--- src/rtl/blk_count_ctrl_pkg.sv ---
package blk_count_ctrl_pkg;

   typedef enum logic [1:0] {
      XF_IDLE    = 2'd0,
      XF_COUNTED = 2'd1,
      XF_FREE    = 2'd2,
      XF_SINGLE  = 2'd3
   } xfer_mode_e;

   typedef struct packed {
      logic start;
      logic multi;
      logic cnt_en;
      logic done;
      logic cancel;
   } xfer_evt_t;

endpackage

--- src/rtl/bcc_size_reg.sv ---
module bcc_size_reg #(
   parameter int SIZE_W = 13
) (
   input  logic              clk_i,
   input  logic              rst_ni,
   input  logic              load_i,
   input  logic [SIZE_W-1:0] load_val_i,
   output logic [SIZE_W-1:0] size_o
);

   logic [SIZE_W-1:0] size_q;

   always_ff @(posedge clk_i) begin
      if (!rst_ni) begin
         size_q <= '0;
      end else if (load_i) begin
         size_q <= load_val_i;
      end
   end

   assign size_o = size_q;

endmodule

--- src/rtl/bcc_count_core.sv ---
module bcc_count_core #(
   parameter int CNT_W = 16
) (
   input  logic             clk_i,
   input  logic             rst_ni,
   input  logic             load_i,
   input  logic [CNT_W-1:0] load_val_i,
   input  logic             capture_i,
   input  logic             dec_i,
   input  logic             restore_i,
   output logic [CNT_W-1:0] cnt_o,
   output logic [CNT_W-1:0] shadow_o,
   output logic             is_zero_o,
   output logic             is_one_o
);

   localparam logic [CNT_W-1:0] ONE = CNT_W'(1);

   logic [CNT_W-1:0] cnt_q;
   logic [CNT_W-1:0] shadow_q;
   logic             dec_ok;

   // decrement is blocked at zero so the count cannot wrap
   assign dec_ok = dec_i && (cnt_q != '0);

   always_ff @(posedge clk_i) begin
      if (!rst_ni) begin
         cnt_q    <= '0;
         shadow_q <= '0;
      end else begin
         if (capture_i) begin
            shadow_q <= cnt_q;
         end
         if (restore_i) begin
            cnt_q <= shadow_q;
         end else if (dec_ok) begin
            cnt_q <= cnt_q - ONE;
         end else if (load_i) begin
            cnt_q <= load_val_i;
         end
      end
   end

   assign cnt_o     = cnt_q;
   assign shadow_o  = shadow_q;
   assign is_zero_o = (cnt_q == '0);
   assign is_one_o  = (cnt_q == ONE);

endmodule

--- src/rtl/bcc_xfer_fsm.sv ---
module bcc_xfer_fsm
   import blk_count_ctrl_pkg::*;
(
   input  logic      clk_i,
   input  logic      rst_ni,
   input  xfer_evt_t evt_i,
   input  logic      cnt_zero_i,
   input  logic      cnt_one_i,
   output logic      busy_o,
   output logic      counting_o,
   output logic      capture_o,
   output logic      dec_o,
   output logic      restore_o,
   output logic      single_view_o,
   output logic      stop_o
);

   xfer_mode_e state_q, state_d;
   logic       stop_q, stop_d;
   logic       single_q;

   always_comb begin
      state_d   = state_q;
      stop_d    = 1'b0;
      capture_o = 1'b0;
      dec_o     = 1'b0;
      restore_o = 1'b0;
      unique case (state_q)
         XF_IDLE: begin
            if (evt_i.start) begin
               capture_o = 1'b1;
               if (!evt_i.multi) begin
                  state_d = XF_SINGLE;
               end else if (!evt_i.cnt_en) begin
                  state_d = XF_FREE;
               end else if (cnt_zero_i) begin
                  stop_d = 1'b1;
               end else begin
                  state_d = XF_COUNTED;
               end
            end
         end
         XF_COUNTED: begin
            if (evt_i.cancel) begin
               restore_o = 1'b1;
               state_d   = XF_IDLE;
            end else if (evt_i.done) begin
               dec_o = 1'b1;
               if (cnt_one_i) begin
                  state_d = XF_IDLE;
                  stop_d  = 1'b1;
               end
            end
         end
         XF_FREE: begin
            if (evt_i.cancel) begin
               restore_o = 1'b1;
               state_d   = XF_IDLE;
            end
         end
         XF_SINGLE: begin
            if (evt_i.cancel) begin
               restore_o = 1'b1;
               state_d   = XF_IDLE;
            end else if (evt_i.done) begin
               state_d = XF_IDLE;
               stop_d  = 1'b1;
            end
         end
         default: state_d = XF_IDLE;
      endcase
   end

   always_ff @(posedge clk_i) begin
      if (!rst_ni) begin
         state_q  <= XF_IDLE;
         stop_q   <= 1'b0;
         single_q <= 1'b0;
      end else begin
         state_q <= state_d;
         stop_q  <= stop_d;
         if (state_q == XF_IDLE && evt_i.start) begin
            single_q <= !evt_i.multi;
         end
      end
   end

   assign busy_o        = (state_q != XF_IDLE);
   assign counting_o    = (state_q == XF_COUNTED);
   assign single_view_o = single_q;
   assign stop_o        = stop_q;

endmodule

--- src/rtl/blk_count_ctrl.sv ---
module blk_count_ctrl
   import blk_count_ctrl_pkg::*;
#(
   parameter int DATA_W = 32,
   parameter int CNT_W  = 16,
   parameter int SIZE_W = 13
) (
   input  logic              clk_i,
   input  logic              rst_ni,
   input  logic              attr_wr_i,
   input  logic [DATA_W-1:0] attr_wdata_i,
   input  logic              xfer_start_i,
   input  logic              multi_blk_i,
   input  logic              cnt_en_i,
   input  logic              blk_done_i,
   input  logic              abort_i,
   input  logic              suspend_i,
   output logic [DATA_W-1:0] attr_rdata_o,
   output logic              busy_o,
   output logic              stop_req_o
);

   localparam int CNT_LSB = DATA_W - CNT_W;
   localparam int GAP_W   = CNT_LSB - SIZE_W;

   generate
      if (CNT_W < 1 || SIZE_W < 1) begin : g_bad_widths
         $error("blk_count_ctrl: field widths must be positive");
      end
      if (GAP_W < 0) begin : g_bad_fit
         $error("blk_count_ctrl: count and size fields overlap");
      end
   endgenerate

   xfer_evt_t        evt;
   logic             busy;
   logic             counting;
   logic             capture;
   logic             dec;
   logic             restore;
   logic             single_view;
   logic             stop;
   logic             wr_ok;
   logic             cnt_zero;
   logic             cnt_one;
   logic [CNT_W-1:0] cnt;
   logic [CNT_W-1:0] shadow;
   logic [SIZE_W-1:0] size;
   logic [CNT_W-1:0] cnt_view;

   assign evt.start  = xfer_start_i;
   assign evt.multi  = multi_blk_i;
   assign evt.cnt_en = cnt_en_i;
   assign evt.done   = blk_done_i;
   assign evt.cancel = abort_i | suspend_i;

   // write lock covers the whole transfer and the start cycle itself
   assign wr_ok = attr_wr_i && !busy && !xfer_start_i;

   bcc_xfer_fsm u_fsm (
      .clk_i        (clk_i),
      .rst_ni       (rst_ni),
      .evt_i        (evt),
      .cnt_zero_i   (cnt_zero),
      .cnt_one_i    (cnt_one),
      .busy_o       (busy),
      .counting_o   (counting),
      .capture_o    (capture),
      .dec_o        (dec),
      .restore_o    (restore),
      .single_view_o(single_view),
      .stop_o       (stop)
   );

   bcc_count_core #(.CNT_W(CNT_W)) u_cnt (
      .clk_i     (clk_i),
      .rst_ni    (rst_ni),
      .load_i    (wr_ok),
      .load_val_i(attr_wdata_i[DATA_W-1:CNT_LSB]),
      .capture_i (capture),
      .dec_i     (dec),
      .restore_i (restore),
      .cnt_o     (cnt),
      .shadow_o  (shadow),
      .is_zero_o (cnt_zero),
      .is_one_o  (cnt_one)
   );

   bcc_size_reg #(.SIZE_W(SIZE_W)) u_size (
      .clk_i     (clk_i),
      .rst_ni    (rst_ni),
      .load_i    (wr_ok),
      .load_val_i(attr_wdata_i[SIZE_W-1:0]),
      .size_o    (size)
   );

   assign cnt_view = single_view ? CNT_W'(1) : cnt;

   generate
      if (GAP_W > 0) begin : g_gap
         assign attr_rdata_o = {cnt_view, {GAP_W{1'b0}}, size};
      end else begin : g_nogap
         assign attr_rdata_o = {cnt_view, size};
      end
   endgenerate

   assign busy_o     = busy;
   assign stop_req_o = stop;

endmodule

--- config.mk ---
export PLATFORM = sky130hd
export DESIGN_NAME = blk_count_ctrl
export DESIGN_NICKNAME = d
export VERILOG_FILES = /design/src/rtl/blk_count_ctrl_pkg.sv /design/src/rtl/bcc_size_reg.sv /design/src/rtl/bcc_count_core.sv /design/src/rtl/bcc_xfer_fsm.sv /design/src/rtl/blk_count_ctrl.sv
export SDC_FILE = /design/constraint.sdc
export NUM_CORES = 1
export LEC_CHECK = 0
export ABC_AREA = 1
export BUFFER_PORTS_ARGS = -buffer_cell sky130_fd_sc_hd__buf_2
export CORE_MARGIN = 3
export CORE_UTILIZATION = 57
export CTS_CLUSTER_SIZE = 10
export DETAILED_ROUTE_END_ITERATION = 10
export GPL_TIMING_DRIVEN = 1
export MAX_ROUTING_LAYER = met4
export PLACE_DENSITY = 0.88
export SLEW_MARGIN = 20
export SYNTH_ARGS = -nofsm -noshare
export SYNTH_HDL_FRONTEND = slang
export SYNTH_SLANG_ARGS = --single-unit
export TNS_END_PERCENT = 20
--- constraint.sdc ---
create_clock -name clk_i -period 4.77 [get_ports clk_i]
set_input_delay 0 -clock clk_i [delete_from_list [all_inputs] [get_ports clk_i]]
set_output_delay 0 -clock clk_i [all_outputs]
set_load 0.01 [all_outputs]
==> results.cfg <==
[yosys]
synth_area_um2 = 2760
synth.distinct_cells = 31
yosysSeqAreaShare_pct = 35.6
ys_warn_count = 0
syn_inst = 436
ys_ff_latch = 49
syn_area_per_cell_um2 = 6.32

[power]
switchingPower_uw = 447
vdd_drop_max_mv = 0.192
p_int_uw = 719
p_seq_share_pct = 42.7
comb_power_share_pct = 34.8
switching_share_pct = 38.4
power.share.clock_pct = 22.6
cellPowerDensity_nw_per_um2 = 355
leakagePower_uw = 0.00173

[sta]
max_freq_ghz = 0.484
period_share_pct = 43.3
finalHoldViolCount = 0
fin_skew_ns = 0.0139
rsz0062_at_grt = no
fin_crit_ns = 2.07
worst_slew_margin_rel_pct = 38.3
slew_viol_final = 0
worst_pin_slew_ns = 0.924
setup_viol = 0
tns_ns = 0
hold_slack_ns = 0.00218

[clocking]
tritoncts = yes
cts_max_level = 2
clk_latency_ns = 0.31
clock_sinks = 49
clkTransAtPathRegs_ns = 0.10
cts_setup_buffers = 0
ctsLongestPathBuffers = 2
numCtsBuffers = 5
cts_root_buf = clkbuf_8

[floorplan]
num_io_pins = 75
dieArea_um2 = 5710
die_h_um = 75.6
fp.dieW_um = 75.6
rows = 24
core-area_um2 = 4500
start_util_pct = 61.2

[setup_path]
critPathSlowestCell = clkinv_1
cp_common_cell = nor2_1
crit_arrival_ns = 2.27
slowest_delay_ns = 0.47
cp_max_fo = 26
crit_path_start_kind = register
worstSetupPathType = reg2reg
crit_chain = inv_1 -> nand2_1 -> inv_1 -> nand2_1 -> buf_4 -> clkinv_1 -> a22oi_1 -> nor2_1 -> nor2_1 -> nor2_1
crit_family = buffers and inverters
cp.buffers_inverters = 4
cp.required_ns = 4.98
end_kind = register

[layout]
area_delta_synth_final_pct = 19.2
drive_above_1_share_pct = 17.3
nNetsFinal = 551
nFillCells = 373
diodes = 0

[detailed_routing]
route.antenna.remaining_nets = 0
wl_per_cell_um = 13.6
drc = 0
vias = 3032
drt_iter0_markers = 259
drt-pass1-iter-count = 5
via_per_inst = 5.41
wl_um = 7620

[global_route]
grt_pass1_vias = 2744
gr-total-overflow = 0
grt_use_total_pct = 29.4
antenna_found_initial = 0
grt_max_degree = 41
grt_pass1_wl_um = 12300

[outcome]
status = completed

[place]
dp_hpwl_um = 5010
place_congestion = 0.922
port_buffers = 68

[flow_run]
drv_cap = 0

[worst_hold_path]
hp-class = in2reg
-- layer usage --
layer  up-vias  wire length [µm]  track usage, %
met5         -                 0               -
met4         0               121            9.32
met3        19               472            4.88
met2       120              3770            47.9
met1      1383              3250            37.1
li1       1510                 -               -
-- cells in the mapped netlist --
cell | n | area, µm²
a21oi_1 | 29 | 145
a22oi_1 | 3 | 22.5
and2_1 | 1 | 6.26
buf_1 | 2 | 7.51
buf_12 | 2 | 40.0
buf_2 | 4 | 20.0
buf_4 | 4 | 30.0
clkbuf_1 | 10 | 37.5
clkinv_1 | 2 | 7.51
conb_1 | 1 | 3.75
dfxtp_1 | 49 | 981
ha_1 | 3 | 37.5
inv_1 | 47 | 176
inv_2 | 1 | 3.75
nand2_1 | 86 | 323
nand2_2 | 1 | 6.26
nand2_4 | 2 | 22.5
nand3_1 | 19 | 95.1
nand3_2 | 1 | 10.0
nand3b_1 | 1 | 7.51
nand4_1 | 12 | 75.1
nor2_1 | 100 | 375
nor2_2 | 1 | 6.26
nor2_4 | 2 | 22.5
nor3_2 | 1 | 10.0
o211ai_1 | 1 | 7.51
o21ai_0 | 43 | 215
o21bai_1 | 2 | 15.0
o22ai_1 | 1 | 6.26
or2_2 | 1 | 6.26
xor2_1 | 4 | 35.0
-- layout make-up --
| class | count | area (µm²) | share of cell area, % |
|---|---|---|---|
| Multi-Input combinational cell | 317 | 1460 | 44.5 |
| Sequential cell | 49 | 981 | 29.8 |
| Timing Repair Buffer | 84 | 495 | 15.1 |
| Inverter | 50 | 188 | 5.71 |
| Clock buffer | 6 | 82.6 | 2.51 |
| Tap cell | 52 | 65.1 | 1.98 |
| Clock inverter | 2 | 13.8 | 0.419 |
-- flip-flops by register name, indices dropped and copies added, names as in the netlist --
name,cells
u_cnt.cnt_o,16
u_cnt.shadow_o,16
u_fsm.single_view_o,1
u_fsm.state_q,2
u_fsm.stop_o,1
u_size.size_o,13
-- metrics by stage --
| stage | std cells | area (µm²) | power, µW | worst slack [ns] | utilization (%) |
|---|---|---|---|---|---|
| floorplan | 438 | 2770 | 787 | 3.25 | - |
| detailed placement | 538 | 3050 | 893 | 2.77 | 67.7 |
| CTS | 560 | 3290 | 1160 | 2.75 | 73.0 |
| finish | 560 | 3290 | 1170 | 2.70 | 73.0 |
| global route | 560 | 3290 | 1250 | 2.53 | 73.0 |
| global placement | 538 | 3050 | 882 | 2.82 | 67.7 |
-- cells by family (layout without fill, tap and decap cells) --
| logic type | Yosys count | after routing | share of synthesized area (%) |
|---|---|---|---|
| AOI/OAI and AO/OA | 79 | 79 | 14.9 |
| xor gates and xnor gates | 4 | 4 | 1.27 |
| adders and majority gates | 3 | 3 | 1.36 |
| buffers and inverters | 72 | 142 | 11.7 |
| DFF | 49 | 49 | 35.6 |
| other | 1 | 3 | 0.136 |
| and+or+nand+nor | 228 | 228 | 35.0 |
-- power by group through the flow --
stage / clock, µW / sequential, µW / combinational, µW
after CTS: 269 / 496 / 400
final: 264 / 497 / 405
after global placement: 0 / 503 / 379
after detailed placement: 0 / 505 / 389
after global routing: 286 / 503 / 464
after floorplan: 0 / 496 / 291
-- cell usage in the layout, fill, tap and decap left out, drive strengths merged --
master         n
ha             3
xor2           4
clkinv         4
nand3         20
and2           1
nand4         12
buf           70
nor3           1
dlygate4sd3   14
o21bai         2
nor2         103
clkbuf         6
conb           3
o22ai          1
a22oi          3
nand3b         1
o21ai         43
o211ai         1
or2            1
a21oi         29
nand2         89
dfxtp         49
inv           48
-- path summary, 6_finish.rpt --
| kind | startpoint | end | slack [ns] | cells past startpoint |
|---|---|---|---|---|
| setup / recovery | u_fsm.state_q[1]$_SDFFE_PN0P_ | u_cnt.cnt_o[13]$_SDFFE_PN0P_ | 2.70 | 10 |
| hold reg to reg | u_cnt.shadow_o[0]$_SDFFE_PN0P_ | u_cnt.shadow_o[0]$_SDFFE_PN0P_ | 0.46 | 2 |
| hold / removal | cnt_en_i | u_fsm.state_q[0]$_SDFFE_PN0P_ | 0.002 | 3 |
| setup reg to reg | u_fsm.state_q[1]$_SDFFE_PN0P_ | u_cnt.cnt_o[13]$_SDFFE_PN0P_ | 2.70 | 10 |
-- worst min-delay path, stage by stage --
cell and delay (ns):
buf_2 0.08, o211ai_1 0.07, a21oi_1 0.13
-- timing repair --
action | CTS | global route
hold endpoints to repair | 14 | 0
hold buffers | 14 | 0
gates resized for setup | 0 | 0
(Power assumes the default switching activity.)
